File: src/rtl/vic_pkg.sv
package vic_pkg;

  // register index = byte offset >> 3
  localparam int RI_IRQ_ST  = 0;
  localparam int RI_FIQ_ST  = 1;
  localparam int RI_RAW_ST  = 2;
  localparam int RI_ROUTE   = 3;
  localparam int RI_EN_SET  = 4;
  localparam int RI_EN_CLR  = 5;
  localparam int RI_TRG_SET = 6;
  localparam int RI_TRG_CLR = 7;
  localparam int RI_SENSE   = 8;
  localparam int RI_DUAL    = 9;
  localparam int RI_POL     = 10;
  localparam int RI_LAT_CLR = 11;
  localparam int RI_LAT_ST  = 12;

  // per-bank write strobes
  typedef struct packed {
    logic route;
    logic en_set;
    logic en_clr;
    logic trg_set;
    logic trg_clr;
    logic sense;
    logic dual;
    logic pol;
    logic lat_clr;
  } bank_wr_t;

endpackage

File: src/rtl/vic_addr_dec.sv
module vic_addr_dec
  import vic_pkg::*;
#(
  parameter int NBANK  = 2,
  parameter int ADDR_W = 8,
  localparam int BSEL_W = $clog2(NBANK),
  localparam int IDX_W  = ADDR_W - 2 - BSEL_W
) (
  input  logic                  wr_en,
  input  logic [ADDR_W-1:0]     addr,
  output bank_wr_t [NBANK-1:0]  wr_vec,
  output logic [IDX_W-1:0]      rd_idx,
  output logic [BSEL_W-1:0]     rd_bank,
  output logic                  rd_ok
);

  logic              aligned;
  logic [IDX_W-1:0]  idx;
  logic [BSEL_W-1:0] bank;

  assign aligned = (addr[1:0] == 2'b00);
  assign idx     = addr[ADDR_W-1 -: IDX_W];
  assign bank    = addr[2 +: BSEL_W];

  assign rd_idx  = idx;
  assign rd_bank = bank;
  assign rd_ok   = aligned;

  for (genvar b = 0; b < NBANK; b++) begin : g_bank
    logic     hit;
    bank_wr_t s;
    assign hit = wr_en && aligned && (bank == BSEL_W'(b));
    always_comb begin
      s         = '0;
      s.route   = hit && (idx == IDX_W'(RI_ROUTE));
      s.en_set  = hit && (idx == IDX_W'(RI_EN_SET));
      s.en_clr  = hit && (idx == IDX_W'(RI_EN_CLR));
      s.trg_set = hit && (idx == IDX_W'(RI_TRG_SET));
      s.trg_clr = hit && (idx == IDX_W'(RI_TRG_CLR));
      s.sense   = hit && (idx == IDX_W'(RI_SENSE));
      s.dual    = hit && (idx == IDX_W'(RI_DUAL));
      s.pol     = hit && (idx == IDX_W'(RI_POL));
      s.lat_clr = hit && (idx == IDX_W'(RI_LAT_CLR));
    end
    assign wr_vec[b] = s;
  end

endmodule

File: src/rtl/vic_bank.sv
module vic_bank
  import vic_pkg::*;
#(
  parameter int BW = 32
) (
  input  logic          clk,
  input  logic          rst_n,
  input  bank_wr_t      wr,
  input  logic [BW-1:0] wdata,
  input  logic [BW-1:0] src_in,
  output logic [BW-1:0] irq_st,
  output logic [BW-1:0] fiq_st,
  output logic [BW-1:0] raw_st,
  output logic [BW-1:0] route_q,
  output logic [BW-1:0] en_q,
  output logic [BW-1:0] trg_q,
  output logic [BW-1:0] sense_q,
  output logic [BW-1:0] dual_q,
  output logic [BW-1:0] pol_q,
  output logic [BW-1:0] lat_q
);

  logic [BW-1:0] route_d, en_d, trg_d, sense_d, dual_d, pol_d, lat_d;
  logic [BW-1:0] prev_q;
  logic [BW-1:0] rise, fall, evt, lat_set, lat_clr_m, lvl_hit;
  logic          cfg_ce;

  // event detection against previous sample
  always_comb begin
    rise      = src_in & ~prev_q;
    fall      = ~src_in & prev_q;
    evt       = (dual_q & (rise | fall)) |
                (~dual_q & ((pol_q & rise) | (~pol_q & fall)));
    lat_set   = evt & ~sense_q;
    lat_clr_m = wr.lat_clr ? wdata : '0;
    lvl_hit   = ~(src_in ^ pol_q);
  end

  // next state
  always_comb begin
    cfg_ce  = wr.route | wr.sense | wr.dual | wr.pol;
    route_d = wr.route ? wdata : route_q;
    sense_d = wr.sense ? wdata : sense_q;
    dual_d  = wr.dual  ? wdata : dual_q;
    pol_d   = wr.pol   ? wdata : pol_q;

    en_d = en_q;
    if (wr.en_set) en_d = en_d | wdata;
    if (wr.en_clr) en_d = en_d & ~wdata;

    trg_d = trg_q;
    if (wr.trg_set) trg_d = trg_d | wdata;
    if (wr.trg_clr) trg_d = trg_d & ~wdata;

    // a new event outranks a clear in the same cycle
    lat_d = lat_set | (lat_q & ~lat_clr_m);
  end

  always_ff @(posedge clk or negedge rst_n) begin
    if (!rst_n) begin
      route_q <= '0;
      sense_q <= '0;
      dual_q  <= '0;
      pol_q   <= '1;
      en_q    <= '0;
      trg_q   <= '0;
      lat_q   <= '0;
      prev_q  <= '0;
    end else begin
      if (cfg_ce) begin
        route_q <= route_d;
        sense_q <= sense_d;
        dual_q  <= dual_d;
        pol_q   <= pol_d;
      end
      en_q   <= en_d;
      trg_q  <= trg_d;
      lat_q  <= lat_d;
      prev_q <= src_in;
    end
  end

  // status words
  always_comb begin
    raw_st = (sense_q & lvl_hit) | (~sense_q & lat_q) | trg_q;
    irq_st = raw_st & en_q & ~route_q;
    fiq_st = raw_st & en_q & route_q;
  end

endmodule

File: src/rtl/vic_rd_mux.sv
module vic_rd_mux
  import vic_pkg::*;
#(
  parameter int NBANK = 2,
  parameter int BW    = 32,
  parameter int IDX_W = 5,
  localparam int BSEL_W = $clog2(NBANK)
) (
  input  logic [IDX_W-1:0]          rd_idx,
  input  logic [BSEL_W-1:0]         rd_bank,
  input  logic                      rd_ok,
  input  logic [NBANK-1:0][BW-1:0]  irq_w,
  input  logic [NBANK-1:0][BW-1:0]  fiq_w,
  input  logic [NBANK-1:0][BW-1:0]  raw_w,
  input  logic [NBANK-1:0][BW-1:0]  route_w,
  input  logic [NBANK-1:0][BW-1:0]  en_w,
  input  logic [NBANK-1:0][BW-1:0]  trg_w,
  input  logic [NBANK-1:0][BW-1:0]  sense_w,
  input  logic [NBANK-1:0][BW-1:0]  dual_w,
  input  logic [NBANK-1:0][BW-1:0]  pol_w,
  input  logic [NBANK-1:0][BW-1:0]  lat_w,
  output logic [BW-1:0]             rdata
);

  always_comb begin
    rdata = '0;
    if (rd_ok) begin
      case (rd_idx)
        IDX_W'(RI_IRQ_ST):  rdata = irq_w[rd_bank];
        IDX_W'(RI_FIQ_ST):  rdata = fiq_w[rd_bank];
        IDX_W'(RI_RAW_ST):  rdata = raw_w[rd_bank];
        IDX_W'(RI_ROUTE):   rdata = route_w[rd_bank];
        IDX_W'(RI_EN_SET):  rdata = en_w[rd_bank];
        IDX_W'(RI_TRG_SET): rdata = trg_w[rd_bank];
        IDX_W'(RI_SENSE):   rdata = sense_w[rd_bank];
        IDX_W'(RI_DUAL):    rdata = dual_w[rd_bank];
        IDX_W'(RI_POL):     rdata = pol_w[rd_bank];
        IDX_W'(RI_LAT_ST):  rdata = lat_w[rd_bank];
        default:            rdata = '0;
      endcase
    end
  end

endmodule

File: src/rtl/vic_dual_bank.sv
module vic_dual_bank
  import vic_pkg::*;
#(
  parameter int NUM_SRC = 64,
  parameter int BANK_W  = 32,
  parameter int ADDR_W  = 8
) (
  input  logic               clk,
  input  logic               rst_n,
  input  logic               wr_en,
  input  logic [ADDR_W-1:0]  addr,
  input  logic [BANK_W-1:0]  wdata,
  output logic [BANK_W-1:0]  rdata,
  input  logic [NUM_SRC-1:0] src_in,
  output logic               irq,
  output logic               fiq
);

  localparam int NBANK  = NUM_SRC / BANK_W;
  localparam int BSEL_W = $clog2(NBANK);
  localparam int IDX_W  = ADDR_W - 2 - BSEL_W;

  // reset: asserted asynchronously, released on the clock
  logic rst_q1, rst_q2;
  always_ff @(posedge clk or negedge rst_n) begin
    if (!rst_n) begin
      rst_q1 <= 1'b0;
      rst_q2 <= 1'b0;
    end else begin
      rst_q1 <= 1'b1;
      rst_q2 <= rst_q1;
    end
  end

  bank_wr_t [NBANK-1:0]        wr_vec;
  logic [IDX_W-1:0]            rd_idx;
  logic [BSEL_W-1:0]           rd_bank;
  logic                        rd_ok;
  logic [NBANK-1:0][BANK_W-1:0] irq_w, fiq_w, raw_w, route_w, en_w;
  logic [NBANK-1:0][BANK_W-1:0] trg_w, sense_w, dual_w, pol_w, lat_w;
  logic [NUM_SRC-1:0]          en_all, lat_all;

  vic_addr_dec #(.NBANK(NBANK), .ADDR_W(ADDR_W)) u_dec (
    .wr_en   (wr_en),
    .addr    (addr),
    .wr_vec  (wr_vec),
    .rd_idx  (rd_idx),
    .rd_bank (rd_bank),
    .rd_ok   (rd_ok)
  );

  for (genvar b = 0; b < NBANK; b++) begin : g_bank
    vic_bank #(.BW(BANK_W)) u_bank (
      .clk     (clk),
      .rst_n   (rst_q2),
      .wr      (wr_vec[b]),
      .wdata   (wdata),
      .src_in  (src_in[b*BANK_W +: BANK_W]),
      .irq_st  (irq_w[b]),
      .fiq_st  (fiq_w[b]),
      .raw_st  (raw_w[b]),
      .route_q (route_w[b]),
      .en_q    (en_w[b]),
      .trg_q   (trg_w[b]),
      .sense_q (sense_w[b]),
      .dual_q  (dual_w[b]),
      .pol_q   (pol_w[b]),
      .lat_q   (lat_w[b])
    );
  end

  vic_rd_mux #(.NBANK(NBANK), .BW(BANK_W), .IDX_W(IDX_W)) u_rd (
    .rd_idx  (rd_idx),
    .rd_bank (rd_bank),
    .rd_ok   (rd_ok),
    .irq_w   (irq_w),
    .fiq_w   (fiq_w),
    .raw_w   (raw_w),
    .route_w (route_w),
    .en_w    (en_w),
    .trg_w   (trg_w),
    .sense_w (sense_w),
    .dual_w  (dual_w),
    .pol_w   (pol_w),
    .lat_w   (lat_w),
    .rdata   (rdata)
  );

  assign en_all  = en_w;
  assign lat_all = lat_w;
  assign irq     = |irq_w;
  assign fiq     = |fiq_w;

endmodule

File: config.mk
export PLATFORM = sky130hd
export DESIGN_NAME = vic_dual_bank
export DESIGN_NICKNAME = d
export VERILOG_FILES = /design/src/rtl/vic_pkg.sv /design/src/rtl/vic_addr_dec.sv /design/src/rtl/vic_bank.sv /design/src/rtl/vic_rd_mux.sv /design/src/rtl/vic_dual_bank.sv
export SDC_FILE = /design/constraint.sdc
export NUM_CORES = 1
export LEC_CHECK = 0
export ABC_CLOCK_PERIOD_IN_PS = 42100
export CAP_MARGIN = 10
export CORE_MARGIN = 4
export CORE_UTILIZATION = 50
export DETAILED_ROUTE_END_ITERATION = 7
export MAX_ROUTING_LAYER = met4
export PLACE_DENSITY_LB_ADDON = 0.08
export RECOVER_POWER = 100
export SLEW_MARGIN = 20
export SYNTH_ARGS = -nofsm -noshare
export SYNTH_HDL_FRONTEND = slang
export SYNTH_SLANG_ARGS = --single-unit
File: constraint.sdc
create_clock -name clk -period 42.1 [get_ports clk]
set_clock_uncertainty 0.1 [all_clocks]
set_input_delay 8.42 -clock clk [delete_from_list [all_inputs] [get_ports clk]]
set_output_delay 8.42 -clock clk [all_outputs]
set_load 0.05 [all_outputs]
==> run summary, run 1 <==
The number of buffers added to fix hold violations after cts came out at 0. The maximum number of pins on one net before global-route repair was 149; the die height was 255.7 um. For the antenna violation net count after detailed routing, the log shows 0.

The ratio of routed vias to standard cells was 6.239. The run gives 0.06058 mm^2 as the placeable core region. Once the clock tree was built, the resizer swapped 0 gates to a different size. Counting the buffers created by CTS gives 59. Counting the fill cells in the layout gives 5314. The clock period minus worst slack is 31.13 ns, and the relative max-transition margin is -5.736. In the final design database the tool counted 3204 nets. Cell family with the largest share of critical-path delay: buffers and inverters.

The transition at the pin with the smallest max-transition slack was 10.10 ns. For the number of pins exceeding their max-slew limit in the final report, the log shows 1254. For the global routing usage summed across all routing layers, the log shows 0.2933. Walking the worst path, the cells encountered are clkbuf_1 > clkbuf_1 > mux2i_1 > nor2_1 > or4_1 > nor2_1 > a21oi_1 > dlygate4sd3_1. The die is 255.7 um wide. The buffering stage count on the worst path with inverters included is 3. In this run, synthesis produced a sequential element count of 514.

For this block, the initial DRC count from the detailed router was 2490. Setup violations remaining at the end of the flow were counted as 0. The half-perimeter wire length after detailed placement is 61900 um, and the global-route wire length before repair is 145700 um. The mean routed wirelength per cell is 25.32 um, and the number of global-route vias before repair is 23380. The share of the clock period used by the worst path after layout was 0.7393. Summing every instance area after synthesis gives 0.03069 mm^2. The cell count after synthesis came out at 2930. The top-level I/O count is 141, and the number of buffers added on ports is 140. The H-tree was split into 2 levels.

The number of unique standard cell types used by synthesis is 63. For this design the ratio of total power to cell area is 35.45 mW/mm^2. Number of clock sinks: 514.

Counting flops with a built-in enable in the synthesized netlist gives 0. The worst slack at placement came out at 21.19 ns. The Yosys step of the flow raised 0 warnings. Critical path capture point type: an output pin.

The routability-driven placement congestion ratio was 0.9440; the starting utilization of the core area was 0.5065. Summing over every cut layer, the via total after detailed routing is 23710. Compared with the post-synthesis result, the final layout area differs by 10.51%. TritonCTS built the clock tree.

Category of the critical setup timing path: in2out. Setup repair after global routing left no endpoint under its margin. For the final hold violation count, the log shows 0.

The die covers 0.06540 mm^2. Clock latency on the worst-skew pair, taken at its later pin, is 0.63 ns. The nature of the critical path startpoint is an input pin. For this run, the leading register cell type out of synthesis is sky130_fd_sc_hd__dfrtp_1. The largest single stage delay on the critical path is 7.36 ns. The fraction of synthesis flops using an asynchronous set or reset pin works out to 1.000.

Post-CTS timing repair inserted 0 buffers for setup. The run gives 0.03252 mm^2 as the placed instance area. The min-delay analysis places its worst path in the category reg2reg.

The largest fanout on the critical path was 148. The logs give 29.09 uV for the maximum vdd ir drop and 10.97 ns for the final worst setup slack. A synthesized cell averages 10.47 um^2. The maximum frequency from static timing analysis is 32.13 MHz, and the data arrival time of the critical path is 22.61 ns.

In this run the static leakage power is 15.63 nW. The number of design rule violations left after detail routing was 0. After clock tree synthesis, the clock-pin slew on the worst setup and hold paths is 0.06 ns. The highest-delay cell along the critical path is sky130_fd_sc_hd__clkbuf_1. The clock passes through at most 3 buffers. Max-cap violations in this run came to 33. The overall routed net length was 96240 um; the sequential fraction of the synthesis area was 0.4217. Total grt overflow: 0. The initial antenna violation count came out at 3. The checks that failed: max-capacitance violations, max-slew violations. The share of post-route cells with drive strength above 1 is 0.1282, and the data required time at the worst endpoint is 33.58 ns. Final-layout setup total negative slack: 0 ns. The floorplan has 90 rows. When the netlist entered floorplanning its net count stood at 3165. The flow ran to the end, but the final reports show violations. Finished layout cell area: 0.03392 mm^2. The root buffer cell is sky130_fd_sc_hd__clkbuf_16.

The first detailed-routing pass ran for 5 iterations.
[area by class of cell]
cell class | count | area [um^2] | share of cell area
well taps | 782 | 978.4 | 0.02885
repair buffers | 183 | 1617 | 0.04766
multi-input cells | 2049 | 15780 | 0.4654
diodes | 1 | 2.502 | 0.00007378
clock inverters | 15 | 178.9 | 0.005276
flip-flops and latches | 514 | 12940 | 0.3816
clock buffers | 95 | 1804 | 0.05320
inverters | 162 | 609.3 | 0.01797
[stage by stage]
stage               instances  utilization  hold slack [ns]  total power, mW
floorplan                2930            -           0.2312           0.6331
global placement         3690       0.5369           0.2382           0.6783
detailed placement       3690       0.5369           0.2402           0.6827
CTS                      3800       0.5696           0.2543            1.211
global route             3800       0.5598           0.2686            1.247
finish                   3801       0.5598           0.2536            1.202
[routing by layer]
| metal | routed length, um | global-route usage | share of wire | up-vias |
|---|---|---|---|---|
| met3 | 7974 | 0.05323 | 0.083 | 182 |
| met4 | 2567 | 0.07146 | 0.027 | 0 |
| li1 | - | - | - | 10670 |
| met5 | 0 | - | 0 | - |
| met1 | 42570 | 0.4161 | 0.44 | 11870 |
| met2 | 43130 | 0.4401 | 0.45 | 997 |
[worst reg2reg max path: stages (launching register included)]
cell and delay [ns]:
sky130_fd_sc_hd__dfrtp_1 2.26, sky130_fd_sc_hd__clkbuf_1 3.07, sky130_fd_sc_hd__clkbuf_1 2.86
[final timing paths]
kind	startpoint	depth (start not counted)	slack, ns	endpoint
min in group asynchronous	rst_q2	0	1.10	g_bank[0].u_bank.prev_q[23]
worst min-delay path	rst_q1	0	0.25	rst_q2
worst max register to register	rst_q2	2	32.97	g_bank[1].u_bank.dual_q[3]
worst max-delay path	addr[2]	8	10.97	rdata[7]
worst min register to register	rst_q1	0	0.25	rst_q2
max in group asynchronous	rst_q2	2	32.97	g_bank[1].u_bank.dual_q[3]
[cell usage in the layout (no fill, tap or decap), types with 10 or more instances in the layout]
cell                              netlist  routed
sky130_fd_sc_hd__o311ai_0              11      10
sky130_fd_sc_hd__or4_1                 32      32
sky130_fd_sc_hd__a22o_1                10      10
sky130_fd_sc_hd__dfstp_2               64      64
sky130_fd_sc_hd__clkbuf_1              89      47
sky130_fd_sc_hd__nand2_1              205     205
sky130_fd_sc_hd__clkbuf_8               0      15
sky130_fd_sc_hd__a21oi_1              304     304
sky130_fd_sc_hd__buf_4                  6      16
sky130_fd_sc_hd__ha_1                 128     128
sky130_fd_sc_hd__dfrtp_1              450     450
sky130_fd_sc_hd__clkbuf_16              0      61
sky130_fd_sc_hd__nor3_1                15      10
sky130_fd_sc_hd__a221oi_1              13      13
sky130_fd_sc_hd__inv_1                162     161
sky130_fd_sc_hd__nand3b_1              27      27
sky130_fd_sc_hd__o31a_1                12      12
sky130_fd_sc_hd__dlygate4sd3_1          0      99
sky130_fd_sc_hd__o21ai_0              135     135
sky130_fd_sc_hd__mux2i_1              261     261
sky130_fd_sc_hd__xnor2_1               55      55
sky130_fd_sc_hd__mux2_2               185     190
sky130_fd_sc_hd__o31ai_1               10      10
sky130_fd_sc_hd__a211oi_1              68      68
sky130_fd_sc_hd__o22ai_1              113     113
sky130_fd_sc_hd__nor2b_1               64      64
sky130_fd_sc_hd__nor3b_1               46      46
sky130_fd_sc_hd__nand4_1               16      16
sky130_fd_sc_hd__nor2_1                52      54
sky130_fd_sc_hd__or3_1                 11      11
sky130_fd_sc_hd__clkdlybuf4s50_1        0      40
sky130_fd_sc_hd__nor4_1                16      16
sky130_fd_sc_hd__mux2_1                34     141
sky130_fd_sc_hd__clkinv_2               0      10
[synth_stat cells (all sizes together), types with 32 or more instances]
| cell type | count | area (um^2) |
|---|---|---|
| a21oi | 304 | 1521 |
| mux2 | 339 | 4268 |
| xnor2 | 55 | 481.7 |
| nand2 | 205 | 769.5 |
| dfstp | 64 | 1682 |
| mux2i | 261 | 2613 |
| a211oi | 69 | 523.0 |
| dfrtp | 450 | 11260 |
| or4 | 32 | 240.2 |
| nor2b | 64 | 400.4 |
| inv | 162 | 608.1 |
| nor3b | 46 | 345.3 |
| nor2 | 54 | 207.7 |
| ha | 128 | 1602 |
| o22ai | 113 | 706.9 |
| buf | 116 | 645.6 |
| clkbuf | 89 | 334.1 |
| o21ai | 136 | 680.7 |
[where the power goes]
group,internal (mW),switching [mW]
combinational,0.0587,0.0744
sequential,0.518,0.0242
clock,0.315,0.212
[cell families after synthesis]
kind of cell	synth area share
fa+ha+maj	0.05219
mux	0.2242
buf+inv	0.05174
other cells	0.0001222
compound gates	0.1390
simple gates	0.09271
xor+xnor	0.01827
flops	0.4217
Note: power is estimated with default switching activity, not from simulation.
==> inputs of run 2 (changes only) <==
ABC_CLOCK_PERIOD_IN_PS = 31600   (was 42100)
clock period = 31.6 ns   (was 42.1 ns; I/O delays follow)
==> run summary, run 2 (synthesis gave the netlist of run 1 again) <==
The data required time at the worst endpoint is 25.18 ns. The maximum vdd ir drop is 38.28 uV. The longest clock path from root to sink contains 3 buffers.

The top cell types in the final layout, fill and taps aside, are sky130_fd_sc_hd__dfrtp_1, sky130_fd_sc_hd__a21oi_1, sky130_fd_sc_hd__mux2i_1, sky130_fd_sc_hd__nand2_1, sky130_fd_sc_hd__mux2_2. Setup repair after global routing left no endpoint under its margin. The final total power is 1.609 mW, and the number of H-tree branching levels is 2. The starting DRC count in detailed routing came out at 2344.

The final reports fail on max-capacitance violations, max-slew violations. The placeable core region is 0.06058 mm^2. The area overhead of the layout relative to synthesis was 10.68%; the die extent in x was 255.7 um. The share of post-route cells with drive strength above 1 is 0.1311. The tool flagged a number of max-cap violations equal to 31. For this design, the CTS-stage hold fixing added 0 buffers. The run finished, with violations left. The number of gates resized after CTS was 0.

For the pin with the worst max-slew slack, the measured transition is 10.63 ns. The clock transition time at the flip-flop clock pins of the worst setup and hold paths is 0.06 ns, and the finished layout cell area is 0.03397 mm^2. In the final routed layout, each cell accounts on average for 25.35 um.

Final hold violation count: 0. The worst hold path passes through 0 cells. Data on the critical path arrives at its endpoint at 17.50 ns. Summing all placed instances gives a cell area of 0.03252 mm^2. For the total grt overflow, the log shows 0. The worst path in the final design needs a cycle of 23.92 ns, including I/O delays and setup. The tools report the top-level I/O count as 141. The tools report the number of global-route vias before repair as 23540. Area of the die: 0.06540 mm^2. The routability-driven placement congestion ratio is 0.9440, and the relative max-transition margin is -6.090. The starting utilization of the core area was 0.5065; the number of search-and-repair iterations in the first detailed-routing pass was 7. After detailed routing, the number of remaining DRC violations is 0. The die height is 255.7 um. Dividing total power by cell area gives a power density of 47.37 mW/mm^2.

Derived from the worst setup path, the maximum achievable clock frequency is 41.80 MHz. The tools report the maximum number of pins on one net before global-route repair as 149. The worst setup path is launched from an input pin. The latest clock arrival within the worst-skew pair is 0.62 ns. The half-perimeter wire length after detailed placement was 62050 um. The tightest min-delay check is of the reg2reg type. The share of the clock period used by the worst path after layout works out to 0.7571. In this run the clock root is driven by a sky130_fd_sc_hd__clkbuf_16. The floorplan has 90 rows. STA classifies the critical path endpoint as an output pin.

Global-route wire length before repair: 146700 um. The tools report the number of pins exceeding their max-slew limit in the final report as 1130. Setup violations remaining at the end of the flow were counted as 0. Most common library cell in the layout ignoring fill and taps: sky130_fd_sc_hd__dfrtp_1.

The run gives 60 as the total clock buffers created by CTS. The count of non-filler cells in the finished layout came out at 3804. In the final design database the tool counted 3205 nets.

The run gives 0.5606 as the final standard cell utilization of the core. The final layout contains routed wiring with a total length of 96420 um. The analysis attributes to cell leakage a power of 15.64 nW.

The number of cells after detailed placement is 3690. The routed via count is 23870. Buffers added to address setup during post-CTS repair amount to 0. The final-layout setup total negative slack was 0 ns. In the routed layout, each cell is associated on average with a via count of 6.276.

Fill cells in the final layout number 5313. The setup path with the least slack is of type in2out. TritonCTS built the clock tree. Port buffering added 140 buffers. Initial antenna violation count: 3.

The largest fanout on the critical path is 148, and the number of clock sinks is 514. The detail route stage leaves a number of antenna-violating nets equal to 0. The worst-case reg-to-reg path depth works out to 2. The global routing usage summed across all routing layers came out at 0.2948.
[run 2: cell count changes in the layout (fill, tap and decap cells not counted), sizes merged]
cell / previous run / this run
buf: 16 / 18
clkbuf: 123 / 118
clkdlybuf4s50: 40 / 42
clkinv: 11 / 13
clkinvlp: 1 / 3
diode: 1 / 2
dlygate4sd3: 99 / 97
inv: 161 / 162
[run 2: path summary, 6_finish.rpt]
| kind | start | slack, ns | endpoint |
|---|---|---|---|
| setup / recovery | addr[2] | 7.68 | rdata[7] |
| hold / removal | rst_q1 | 0.25 | rst_q2 |
| setup reg to reg | rst_q2 | 22.38 | g_bank[1].u_bank.prev_q[4] |
| hold reg to reg | rst_q1 | 0.25 | rst_q2 |
| max in group asynchronous | rst_q2 | 22.38 | g_bank[1].u_bank.prev_q[4] |
| min in group asynchronous | rst_q2 | 1.11 | g_bank[0].u_bank.prev_q[23] |
[run 2: worst max-delay path, stage by stage]
cell and delay [ns]:
sky130_fd_sc_hd__buf_8 0.43, sky130_fd_sc_hd__clkbuf_1 7.38, sky130_fd_sc_hd__mux2i_1 1.52, sky130_fd_sc_hd__nor2_1 0.40
sky130_fd_sc_hd__or4_1 0.18, sky130_fd_sc_hd__nor2_1 0.05, sky130_fd_sc_hd__a21oi_1 0.21, sky130_fd_sc_hd__clkdlybuf4s50_1 0.85
[run 2: cell type report]
type	instances	area (um^2)	area share
Tap cell	782	978.4	0.02881
Clock buffer	92	1803	0.05308
Sequential cell	514	12940	0.3810
Timing Repair Buffer	183	1632	0.04804
Multi-Input combinational cell	2049	15780	0.4647
Antenna cell	2	5.005	0.0001474
Inverter	162	609.3	0.01794
Clock inverter	20	212.7	0.006262
[run 2: layer usage]
| layer | part of all wire | routed length [um] | vias up | global-route usage |
|---|---|---|---|---|
| met5 | 0 | 0 | - | - |
| met4 | 0.025 | 2445 | 0 | 0.06826 |
| met3 | 0.086 | 8247 | 183 | 0.05699 |
| met2 | 0.45 | 43200 | 1054 | 0.4410 |
| met1 | 0.44 | 42530 | 11970 | 0.4185 |
| li1 | - | - | 10670 | - |
[run 2: where the power goes]
| part | internal, mW | switching [mW] | total, mW |
|---|---|---|---|
| sequential | 0.690 | 0.0323 | 0.722 |
| clock | 0.423 | 0.286 | 0.710 |
| combinational | 0.0775 | 0.0993 | 0.177 |
| total | 1.19 | 0.418 | 1.61 |
[run 2: stage by stage]
step           hold WS (ns)  setup WS (ns)
2_1_floorplan        0.2312          16.22
3_3_place_gp         0.2382          14.98
3_5_place_dp         0.2436          14.90
4_1_cts              0.2569          14.90
5_1_grt              0.2573          7.360
6_report             0.2530          7.677
